### src/rtl/ptw_pkg.sv
package ptw_pkg;
  typedef enum logic [2:0] {
    ST_IDLE    = 3'd0,
    ST_READ_L1 = 3'd1,
    ST_WAIT_L1 = 3'd2,
    ST_READ_L2 = 3'd3,
    ST_WAIT_L2 = 3'd4,
    ST_DONE    = 3'd5
  } walk_state_t;

  localparam int PTE_VALID_BIT = 0;
  localparam int PTE_WRITE_BIT = 1;
endpackage

### src/rtl/ptw_entry_addr.sv
module ptw_entry_addr #(
  parameter int VA_W      = 32,
  parameter int PAGE_BITS = 12,
  parameter int IDX_W     = 10,
  parameter int PTE_SHIFT = 2,
  parameter int FRAME_W   = 20,
  localparam int PA_W     = FRAME_W + PAGE_BITS
) (
  input  logic [VA_W-1:0]    vaddr,
  input  logic [FRAME_W-1:0] table_frame,
  input  logic               second_level,
  output logic [PA_W-1:0]    entry_addr
);
  logic [IDX_W-1:0] idx_hi;
  logic [IDX_W-1:0] idx_lo;
  logic [IDX_W-1:0] idx_sel;
  logic [PAGE_BITS-1:0] unused_offset;

  assign idx_hi        = vaddr[VA_W-1 -: IDX_W];
  assign idx_lo        = vaddr[PAGE_BITS +: IDX_W];
  assign unused_offset = vaddr[PAGE_BITS-1:0];
  assign idx_sel       = second_level ? idx_lo : idx_hi;
  // table is page aligned and index*entry size stays inside the page
  assign entry_addr    = {table_frame, idx_sel, {PTE_SHIFT{1'b0}}};
endmodule

### src/rtl/ptw_pte_check.sv
module ptw_pte_check #(
  parameter int PTE_W     = 32,
  parameter int PAGE_BITS = 12,
  parameter int FRAME_W   = 20
) (
  input  logic [PTE_W-1:0]   entry,
  input  logic               leaf_level,
  input  logic               is_write,
  output logic               fault,
  output logic [FRAME_W-1:0] frame,
  output logic               writable
);
  import ptw_pkg::*;
  logic present;
  logic [PAGE_BITS-3:0] unused_bits;

  assign present     = entry[PTE_VALID_BIT];
  assign writable    = entry[PTE_WRITE_BIT];
  assign frame       = entry[PAGE_BITS +: FRAME_W];
  assign unused_bits = entry[PAGE_BITS-1:2];
  // pointer entries only need the valid bit; leaf entries also gate writes
  assign fault       = !present || (leaf_level && is_write && !writable);
endmodule

### src/rtl/pt_walk_engine.sv
module pt_walk_engine #(
  parameter int VA_W      = 32,
  parameter int PA_W      = 32,
  parameter int PAGE_BITS = 12,
  parameter int PTE_BYTES = 4,
  localparam int PTE_W     = 8 * PTE_BYTES,
  localparam int PTE_SHIFT = $clog2(PTE_BYTES),
  localparam int IDX_W     = PAGE_BITS - PTE_SHIFT,
  localparam int FRAME_W   = PA_W - PAGE_BITS
) (
  input  logic               clk,
  input  logic               rst,
  input  logic               req_valid,
  output logic               req_ready,
  input  logic [VA_W-1:0]    req_vaddr,
  input  logic               req_is_write,
  input  logic [PA_W-1:0]    root_base,
  output logic               mem_rd_valid,
  input  logic               mem_rd_ready,
  output logic [PA_W-1:0]    mem_rd_addr,
  input  logic               mem_rsp_valid,
  input  logic [PTE_W-1:0]   mem_rsp_data,
  output logic               res_valid,
  input  logic               res_ready,
  output logic [PA_W-1:0]    res_paddr,
  output logic [FRAME_W-1:0] res_frame,
  output logic               res_writable,
  output logic               res_fault
);
  import ptw_pkg::*;

  walk_state_t        state;
  logic [VA_W-1:0]    va_q;
  logic               wr_q;
  logic [FRAME_W-1:0] base_q;
  logic [FRAME_W-1:0] frame_q;
  logic               wok_q;
  logic               fault_q;

  logic               at_l2;
  logic               chk_fault;
  logic [FRAME_W-1:0] chk_frame;
  logic               chk_wr;
  logic [PAGE_BITS-1:0] unused_root;

  assign unused_root = root_base[PAGE_BITS-1:0];
  assign at_l2       = (state == ST_READ_L2) || (state == ST_WAIT_L2);

  ptw_entry_addr #(
    .VA_W(VA_W), .PAGE_BITS(PAGE_BITS), .IDX_W(IDX_W),
    .PTE_SHIFT(PTE_SHIFT), .FRAME_W(FRAME_W)
  ) u_addr (
    .vaddr(va_q), .table_frame(base_q), .second_level(at_l2),
    .entry_addr(mem_rd_addr)
  );

  ptw_pte_check #(
    .PTE_W(PTE_W), .PAGE_BITS(PAGE_BITS), .FRAME_W(FRAME_W)
  ) u_check (
    .entry(mem_rsp_data), .leaf_level(state == ST_WAIT_L2), .is_write(wr_q),
    .fault(chk_fault), .frame(chk_frame), .writable(chk_wr)
  );

  always_ff @(posedge clk) begin
    if (rst) begin
      state   <= ST_IDLE;
      va_q    <= '0;
      wr_q    <= 1'b0;
      base_q  <= '0;
      frame_q <= '0;
      wok_q   <= 1'b0;
      fault_q <= 1'b0;
    end else begin
      unique case (state)
        ST_IDLE: if (req_valid) begin
          va_q    <= req_vaddr;
          wr_q    <= req_is_write;
          base_q  <= root_base[PAGE_BITS +: FRAME_W];
          fault_q <= 1'b0;
          state   <= ST_READ_L1;
        end
        ST_READ_L1: if (mem_rd_ready) state <= ST_WAIT_L1;
        ST_WAIT_L1: if (mem_rsp_valid) begin
          if (chk_fault) begin
            fault_q <= 1'b1;
            frame_q <= '0;
            wok_q   <= 1'b0;
            state   <= ST_DONE;
          end else begin
            base_q  <= chk_frame;
            state   <= ST_READ_L2;
          end
        end
        ST_READ_L2: if (mem_rd_ready) state <= ST_WAIT_L2;
        ST_WAIT_L2: if (mem_rsp_valid) begin
          fault_q <= chk_fault;
          frame_q <= chk_fault ? '0 : chk_frame;
          wok_q   <= chk_fault ? 1'b0 : chk_wr;
          state   <= ST_DONE;
        end
        ST_DONE: if (res_ready) state <= ST_IDLE;
        default: state <= ST_IDLE;
      endcase
    end
  end

  assign req_ready    = (state == ST_IDLE);
  assign mem_rd_valid = (state == ST_READ_L1) || (state == ST_READ_L2);
  assign res_valid    = (state == ST_DONE);
  assign res_frame    = frame_q;
  assign res_writable = wok_q;
  assign res_fault    = fault_q;
  assign res_paddr    = fault_q ? '0 : {frame_q, va_q[PAGE_BITS-1:0]};

  // a pending entry read keeps its address until taken
  assert_rd_hold_R9: assert property (@(posedge clk) disable iff (rst)
    (mem_rd_valid && !mem_rd_ready) |=> (mem_rd_valid && $stable(mem_rd_addr)));

  // an offered result does not move until taken
  assert_res_hold_R10: assert property (@(posedge clk) disable iff (rst)
    (res_valid && !res_ready) |=>
      (res_valid && $stable({res_paddr, res_frame, res_writable, res_fault})));

  // idle never overlaps an outstanding read or result
  assert_idle_only_R8: assert property (@(posedge clk) disable iff (rst)
    req_ready |-> (!mem_rd_valid && !res_valid));

  // faulting results carry no translation
  assert_fault_clean_R7: assert property (@(posedge clk) disable iff (rst)
    (res_valid && res_fault) |-> (res_frame == '0 && !res_writable && res_paddr == '0));

  // a successful write walk always lands on a writable page
  assert_write_perm_R6: assert property (@(posedge clk) disable iff (rst)
    (res_valid && !res_fault && wr_q) |-> res_writable);

  // a walk ending after the first response is always a fault
  assert_l1_stop_R4: assert property (@(posedge clk) disable iff (rst)
    (state == ST_WAIT_L1 && mem_rsp_valid && !mem_rsp_data[PTE_VALID_BIT]) |=>
      (res_valid && res_fault));
endmodule

### config.mk
export PLATFORM = sky130hd
export DESIGN_NAME = pt_walk_engine
export DESIGN_NICKNAME = d
export VERILOG_FILES = /design/src/rtl/ptw_pkg.sv /design/src/rtl/ptw_entry_addr.sv /design/src/rtl/ptw_pte_check.sv /design/src/rtl/pt_walk_engine.sv
export SDC_FILE = /design/constraint.sdc
export NUM_CORES = 1
export LEC_CHECK = 0
export ABC_AREA = 0
export BUFFER_PORTS_ARGS = -buffer_cell sky130_fd_sc_hd__buf_2
export CORE_ASPECT_RATIO = 0.6
export CORE_MARGIN = 2
export CORE_UTILIZATION = 47
export DETAILED_ROUTE_END_ITERATION = 6
export PLACE_DENSITY_LB_ADDON = 0.2
export SLEW_MARGIN = 15
export SYNTH_ARGS = -nofsm -noshare
export SYNTH_HDL_FRONTEND = slang
export SYNTH_HIERARCHICAL = 1
export SYNTH_SLANG_ARGS = --single-unit
### constraint.sdc
create_clock -name clk -period 2.2 [get_ports clk]
set_clock_uncertainty 0.05 [all_clocks]
set_input_delay 0.11 -clock clk [delete_from_list [all_inputs] [get_ports clk]]
set_output_delay 0.11 -clock clk [all_outputs]
set_load 0.02 [all_outputs]
==> results.txt, run 1 <==
most frequent cell after synthesis: dfxtp_1
mean post-synth cell area: 8.415 um2
Unique masters post-synth: 35
RSZ-0062 raised after global routing: no
Synth top area share: 39.15%
clk sink count: 78
Reg clk slew, reported paths: 60 ps
layout cell share with drive strength beyond 1: 34.42%
Setup CP Type: flip-flop to output port
Num CTS Buffers: 9
Period Utilization, post-route: 95.21%
first-pass GRT wire length: 15950 um
Initial DRT Pass Iterations: 4
WP data required: 2040 ps
status: finished, final reports clean
DRC: 0
largest net degree at the start of global routing: 82
Setup Total Neg Slack: 0 ps
io pins: 192
Post-Syn Instances: 474
dpl hpwl: 6899 um
Routed WL per cell: 14.23 um
die area: 9264 um2
Synth area leader: dfxtp_1
crit path launch type: flip-flop
vias after detailed routing: 3718
Synth Warn #: 6
Post-Layout Cell Count: 753
H-tree Lvls: 3
P_leak: 2.444 nW
crit path DAT: 1930 ps
Slew Viols, Final: 0
final setup fails: 0
total track usage: 22.51%
crit path max fanout: 19
Slew headroom: 62.34%
Placed Instance Area: 4641 um2
CTS tree: done
main flop type after synthesis: dfxtp_1
Core Rows: 25
vias per cell: 4.938
asr flop ratio synth: 0%
dpl cells: 683
initial antenna violation count: 0
HP Class: input port to flip-flop
final hold violations: 0
die height: 75.36 um
worst slew pin tran: 564.1 ps
maximum vdd drop: 535.2 uV
sequential fraction of the synthesis area: 39.15%
Post-synth EDFFs: 0
hold_ws: 64.91 ps
initial DRC count: 190
Worst-Skew Late Latency: 330 ps
Crit. End Element: output port
fmax: 477.4 MHz
Overflow after GRT: 0
synthesized area: 3989 um2
Root Driver: clkbuf_16
Design Area, Final: 5495 um2
Power Dens Cells: 954.7 nW/um2
Routed WL: 10710 um
routability cong.: 0.8272
top post-synthesis cells by area: dfxtp_1 39%, buf_4 8.7%, nand2_1 6.5%
final-stage net count: 743
Max Cap Viol: 0
min cycle time layout: 2095 ps
deepest clock path buffer count: 2
most instantiated cells after synthesis: 78 x dfxtp_1, 69 x nand2_1, 46 x buf_4
IO Port Bufs: 167
Yosys reg bits: 78
vias in the first global route: 3326
core area: 8039 um2
Ant. Diodes: 0
die extent in x: 122.9 um
ANT nets after route: 0
Initial Utilization: 49.62%
P&R area growth vs syn: 37.77%
-- cells by family after synthesis --
logic type / count (synthesis) / share of synthesized area [%]
AOI/OAI and AO/OA: 87 / 14.12
buffers and inverters: 82 / 12.74
DFF: 78 / 39.15
muxes: 32 / 9.285
other: 1 / 0.09401
and+or+nand+nor: 194 / 24.62
-- flip-flops by register name (all words and copies together), names as in the netlist --
register	cells
va_q	32
base_q	20
res_frame	20
state	3
res_fault	1
res_writable	1
wr_q	1
-- cell usage in the layout (no fill, tap or decap), types with 22 or more instances in the layout --
master           n
nand2_1         69
nor2b_1         32
nand3_1         26
dlygate4sd3_1   54
mux2i_1         22
dfxtp_1         78
a21oi_1         36
nand2b_1        25
nor2_1          24
buf_2          167
-- path summary, 6_finish.rpt --
path,depth (start not counted),end,start,slack (ps)
worst min-delay path,3,base_q[5]$_SDFFE_PP0P_,root_base[17],60
worst max register to register,9,res_frame[9]$_SDFFE_PP0P_,state[1]$_SDFFE_PP0P_,260
worst min register to register,2,va_q[4]$_SDFFE_PP0P_,va_q[4]$_SDFFE_PP0P_,400
worst max-delay path,6,mem_rd_addr[8],state[0]$_SDFFE_PP0P_,110
-- critical path: stages (launching register included) --
cell      delay (ps)
dfxtp_1          370
buf_8            200
inv_1            130
o21bai_1         200
buf_6            220
mux2_4           320
buf_2            160
-- report_power, final --
part	leakage (nW)	internal, W	switching (W)
registers	0.637	0.00166	0.000129
clock network	0.146	0.000939	0.000541
logic	1.66	0.000801	0.00118
-- per-stage QoR --
step,power [W],setup WS [ps],util [%]
6_report,0.005246,105.3,68.36
2_1_floorplan,0.003316,236.1,-
4_1_cts,0.005254,34.76,68.22
3_3_place_gp,0.003627,335.1,57.73
3_5_place_dp,0.003683,260.5,57.73
5_1_grt,0.005547,6.823,68.36
-- area by class of cell --
type / instances / area (um2)
fill: 647 / 2544
tap: 108 / 135.1
inverter: 2 / 7.507
timing repair buffer: 234 / 1535
clock buffer: 13 / 260.3
clock inverter: 3 / 42.54
sequential: 78 / 1562
multi-input combinational: 315 / 1953
-- routing by layer --
metal	GRT usage [%]	part of all wire [%]
met5	0	0
met4	6.386	1.1
met3	6.512	6.4
met2	38.00	47
met1	28.60	46
-- timing repair --
item	4_1_cts	5_1_grt
setup buffers	0	0
hold buffers	54	0
resized for setup	0	3
hold endpoints to repair	54	0
setup endpoints to repair	0	10
(Power assumes the default switching activity.)
==> inputs of run 2 (changes only) <==
--- a/config.mk
+++ b/config.mk
@@ -10,5 +10,5 @@
 export CORE_ASPECT_RATIO = 0.6
 export CORE_MARGIN = 2
-export CORE_UTILIZATION = 47
+export CORE_UTILIZATION = 42
 export DETAILED_ROUTE_END_ITERATION = 6
 export PLACE_DENSITY_LB_ADDON = 0.2
==> constraint.sdc (replaced) <==
create_clock -name clk -period 1.91 [get_ports clk]
set_clock_uncertainty 0.05 [all_clocks]
set_input_delay 0.0955 -clock clk [delete_from_list [all_inputs] [get_ports clk]]
set_output_delay 0.0955 -clock clk [all_outputs]
set_load 0.01 [all_outputs]
==> results.txt, run 2 (synthesis results as in run 1) <==
Root Driver: clkbuf_16
P&R area growth vs syn: 45.45%
Final Core Density: 63.14%
crit path launch type: flip-flop
Design Area, Final: 5802 um2
crit path max fanout: 5
Num CTS Buffers: 9
internal power: 0.004355 W
Overflow after GRT: 0
DRC: 0
Worst-Skew Late Latency: 320 ps
vias after detailed routing: 3779
deepest clock path buffer count: 2
routability cong.: 0.7904
register area: 1568 um2
final hold violations: 0
Power Dens Cells: 1106 nW/um2
Sw Pwr: 0.002060 W
IO Port Bufs: 167
Slew Viols, Final: 0
CTS tree: done
vias in the first global route: 3485
commonest non-fill, non-tap cell in the layout: buf_2
HP Class: input port to flip-flop
Largest register FFs: 32
total track usage: 20.88%
fmax: 538.2 MHz
Sw Share: 32.11%
final setup fails: 0
Comb power frac: 37.7%
most frequent cells in the layout: 166 x buf_2, 75 x dfxtp_1, 69 x nand2_1
io pins: 192
clk sink count: 78
Post-Layout Cell Count: 787
status: finished, final reports clean
hold_ws: 59.64 ps
P_leak: 2.556 nW
Core Rows: 27
area of the multi-input gates: 2017 um2
maximum vdd drop: 575.2 uV
ANT nets after route: 0
layout cell share with drive strength beyond 1: 37.90%
min cycle time layout: 1858 ps
Routed WL: 11140 um
Setup Total Neg Slack: 0 ps
die extent in x: 129.8 um
fillers: 797
die area: 10320 um2
final-stage net count: 756
initial DRC count: 148
largest net degree at the start of global routing: 43
Period Utilization, post-route: 97.28%
internal reg-to-reg setup slack: 110 ps
Routed WL per cell: 14.16 um
die height: 79.49 um
largest register by flop count: va_q
crit path DAT: 1710 ps
Placed Instance Area: 4736 um2
vias per cell: 4.802
dpl cells: 709
first-pass GRT wire length: 17000 um
Ant. Diodes: 0
Clock Power Share: 30.0%
dpl hpwl: 7130 um
Initial DRT Pass Iterations: 4
H-tree Lvls: 3
initial antenna violation count: 1
core area: 9189 um2
WP data required: 1760 ps
Reg clk slew, reported paths: 60 ps
Flop pwr share: 32.3%
Max Cap Viol: 0
Crit. End Element: output port
Setup CP Type: flip-flop to output port
Initial Utilization: 43.41%
==> run 2: cell types whose count changed in the layout (fill, tap and decap cells not counted), moves of 2 or more <==
cell / change
dfxtp_1: -3
buf_4: +5
bufinv_16: +2
buf_12: +3
a211oi_1: -6
nand2b_1: -2
buf_6: +6
a211oi_2: +6
dfxtp_2: +2
nand2b_4: +2
==> run 2: through the flow <==
stage | setup WS (ps) | total power, W
6_report | 51.99 | 0.006415
5_1_grt | -4.243 | 0.006796
4_1_cts | 33.21 | 0.006256
3_5_place_dp | 43.37 | 0.004121
3_3_place_gp | 109.2 | 0.004066
2_1_floorplan | 16.93 | 0.003643
==> run 2: area by class of cell <==
class	count	share of cell area, %
clock buffer	11	4.184
clock inverter	4	1.639
inverter	2	0.1941
multi-input combinational	315	34.76
sequential	78	27.02
tap	130	2.804
timing repair buffer	247	29.39
==> run 2: final timing paths <==
kind                          from                     end  cells past startpoint
min reg2reg  va_q[11]$_SDFFE_PP0P_   va_q[11]$_SDFFE_PP0P_                      2
max          state[0]$_SDFFE_PP0P_          mem_rd_addr[7]                      6
min                  root_base[19]  base_q[7]$_SDFFE_PP0P_                      3
max reg2reg  state[1]$_SDFFE_PP0P_  base_q[4]$_SDFFE_PP0P_                      9
==> run 2: power by group through the flow <==
stage	logic (W)	registers, W	clock network (W)
after floorplan	0.00160	0.00204	0
after CTS	0.00222	0.00205	0.00198
after detailed placement	0.00204	0.00208	0
after global placement	0.00200	0.00207	0
after global routing	0.00264	0.00210	0.00205
final	0.00242	0.00207	0.00192
==> run 2: critical path, cell delays in order, from the launching register on <==
cell and delay, ps:
dfxtp_4 370, buf_12 110, clkinvlp_4 100, o21bai_4 190
buf_6 170, mux2_4 310, buf_2 140
==> run 2: what timing repair did <==
item                                   CTS  global route
gates resized for setup                 10            15
setup endpoints to repair               10            31
pin swaps                                1             5
hold buffers                            54             0
setup buffers                            3             3
endpoints found under the hold margin   54             0
cloned                                   1             2
==> run 2: metal layers <==
metal	vias up	share of wire, %	global-route usage, %
met5	-	0.090	0
met4	2	0.71	5.054
met3	10	5.5	5.764
met2	124	45	33.98
met1	1741	48	27.54
li1	1902	-	-
==> inputs of run 3 (changes only) <==
- ABC_AREA: 0 -> 1
- SETUP_SLACK_MARGIN: default -> 0.3
==> results.txt, run 3 <==
internal power: 0.005409 W
layout cell share with drive strength beyond 1: 39.52%
CTS tree: done
fmax: 574.1 MHz
sequential fraction of the synthesis area: 38.47%
P&R area growth vs syn: 48.18%
DR WL met3: 1095 um
final-stage net count: 885
vias in the first global route: 3953
min cycle time layout: 1742 ps
most instantiated cells after synthesis: 109 x nand2_1, 104 x nor2_1, 78 x dfxtp_1
WP data required: 1760 ps
synthesized area: 4059 um2
initial DRC count: 281
Core Rows: 27
asr flop ratio synth: 0%
vias after detailed routing: 4522
routability cong.: 0.8590
Num CTS Buffers: 9
Unique masters post-synth: 22
core area: 9290 um2
total track usage: 22.50%
compound-gate portion of the synthesized area: 13.81%
Largest register FFs: 32
RR Startpoint: state[0]$_SDFFE_PP0P_
main flop type after synthesis: dfxtp_1
Period Utilization, post-route: 91.19%
clk sink count: 78
crit path max fanout: 6
DRC: 0
Worst-Skew Late Latency: 340 ps
Comb power frac: 53.5%
Setup CP Type: flip-flop to output port
P_leak: 3.040 nW
most frequent cells in the layout: 166 x buf_2, 100 x nor2_1, 84 x nand2_1
Hold Startpoint: req_vaddr[8]
status: finished, final reports clean
Routed WL per cell: 15.07 um
Post-synth EDFFs: 0
most frequent cell after synthesis: nand2_1
H-tree Lvls: 3
maximum vdd drop: 686.0 uV
mean post-synth cell area: 6.589 um2
initial antenna violation count: 0
largest register by flop count: va_q
uppermost layer routed: met4
crit path launch type: flip-flop
worst flop-to-flop path endpoint: base_q[11]$_SDFFE_PP0P_
top post-synthesis cells by area: dfxtp_1 38%, nand2_1 10%, nor2_1 9.6%
Synth area leader: dfxtp_1
ANT nets after route: 0
Flop pwr share: 25.4%
die area: 10490 um2
commonest non-fill, non-tap cell in the layout: buf_2
Synth top area share: 38.47%
Post-Synth Adder-Cell Area: 0%
Initial Utilization: 43.69%
io pins: 192
crit path cell chain: buf_6 -> nand2_4 -> nor2_4 -> nor2_4 -> inv_4 -> clkinvlp_4 -> nand2_1 -> nand2_1 -> buf_2
Post-Syn Instances: 616
slowest stage delay, CP: 360 ps
Root Driver: clkbuf_16
IO Port Bufs: 167
WL met2: 5977 um
die height: 80.15 um
first-pass GRT wire length: 18510 um
Routed WL: 13820 um
vias per cell: 4.931
Sw Share: 40.20%
Reg2Reg Depth: 8
simple-gate share of the synthesized area: 27.71%
dpl hpwl: 8132 um
Max Cap Viol: 0
mux cell area share after synthesis: 0%
Power Dens Cells: 1504 nW/um2
deepest clock path buffer count: 2
crit path DAT: 1600 ps
Slew headroom: 66.22%
Ant. Diodes: 0
Overflow after GRT: 0
Initial DRT Pass Iterations: 5
final setup fails: 0
largest family of logic cells by synthesized area: simple AND/OR/NAND/NOR gates
Sw Pwr: 0.003636 W
Clock Power Share: 21.2%
CP max stage cell: dfxtp_2
Reg clk slew, reported paths: 60 ps
XOR/XNOR share of the synthesized area: 0%
met1 wire length: 6567 um
Setup Total Neg Slack: 0 ps
Final Core Density: 64.74%
Yosys reg bits: 78
final hold violations: 0
Hold EP: va_q[8]$_SDFFE_PP0P_
worst slew pin tran: 506.6 ps
Synth Warn #: 6
Hold Path Cell Cnt: 3
Slew Viols, Final: 0
Crit. End Element: output port
die extent in x: 130.9 um
largest net degree at the start of global routing: 43
RSZ-0062 raised after global routing: yes
HP Class: input port to flip-flop
internal reg-to-reg setup slack: 180 ps
==> run 3: kinds of logic (layout without fill, tap and decap cells) <==
| group | count (synthesis) | count (layout) |
|---|---|---|
| AO/OA/AOI/OAI | 112 | 112 |
| other | 1 | 2 |
| buffers and inverters | 152 | 322 |
| AND/OR/NAND/NOR | 273 | 273 |
| flip-flops | 78 | 78 |
==> run 3: how the worst max path moves through the flow <==
| stage | from | end | slack (ps) |
|---|---|---|---|
| 6_report | state[0]$_SDFFE_PP0P_ | mem_rd_addr[5] | 170 |
| 5_1_grt | state[1]$_SDFFE_PP0P_ | mem_rd_addr[8] | 100 |
| 4_1_cts | state[0]$_SDFFE_PP0P_ | mem_rd_addr[11] | 220 |
| 3_5_place_dp | state[0]$_SDFFE_PP0P_ | base_q[6]$_SDFFE_PP0P_ | 70 |
| 3_3_place_gp | state[0]$_SDFFE_PP0P_ | base_q[7]$_SDFFE_PP0P_ | 210 |
| 2_1_floorplan | state[0]$_SDFFE_PP0P_ | base_q[0]$_SDFFE_PP0P_ | 320 |
==> run 3: routing by layer <==
metal | global-route usage [%] | vias to the layer above
li1 | - | 2214
met1 | 30.45 | 2073
met2 | 35.31 | 208
met3 | 6.329 | 27
met4 | 5.957 | 0
met5 | 0 | -
==> run 3: cell type report <==
type	instances	area [um2]
multi-input combinational	387	2003
timing repair inverter	2	15.01
timing repair buffer	234	1650
inverter	70	282.8
tap	130	162.7
fill	835	3276
clock inverter	3	65.06
clock buffer	13	270.3
sequential	78	1565
==> run 3: metrics by stage <==
stage	instances	worst slack, ps	hold slack [ps]	cell area, um2	power (W)
after global placement	849	208.0	320.3	4671	0.005358
final	917	168.3	14.29	6015	0.009045
after global routing	917	99.90	18.45	6015	0.009579
after floorplan	617	315.6	209.8	4065	0.004600
after CTS	901	221.3	5.557	5449	0.007826
after detailed placement	849	74.10	326.6	4671	0.005417
==> run 3: critical path: cells and delay by family (launching register included) <==
| family | cells | cell delay (ps) |
|---|---|---|
| flops | 1 | 360 |
| buf+inv | 4 | 550 |
| simple gates | 5 | 360 |
==> run 3: power groups by stage <==
| stage | registers (W) | logic, W | clock network (W) |
|---|---|---|---|
| 6_report | 0.00230 | 0.00484 | 0.00191 |
| 5_1_grt | 0.00234 | 0.00521 | 0.00203 |
| 4_1_cts | 0.00227 | 0.00361 | 0.00195 |
| 3_5_place_dp | 0.00228 | 0.00314 | 0 |
| 3_3_place_gp | 0.00227 | 0.00309 | 0 |
| 2_1_floorplan | 0.00229 | 0.00231 | 0 |
==> run 3: timing repair <==
action,4_1_cts,5_1_grt
setup buffers,11,7
cloned,3,9
pin swaps,8,36
setup endpoints to repair,53,58
resized for setup,45,106
hold buffers,22,0
endpoints found under the hold margin,22,0
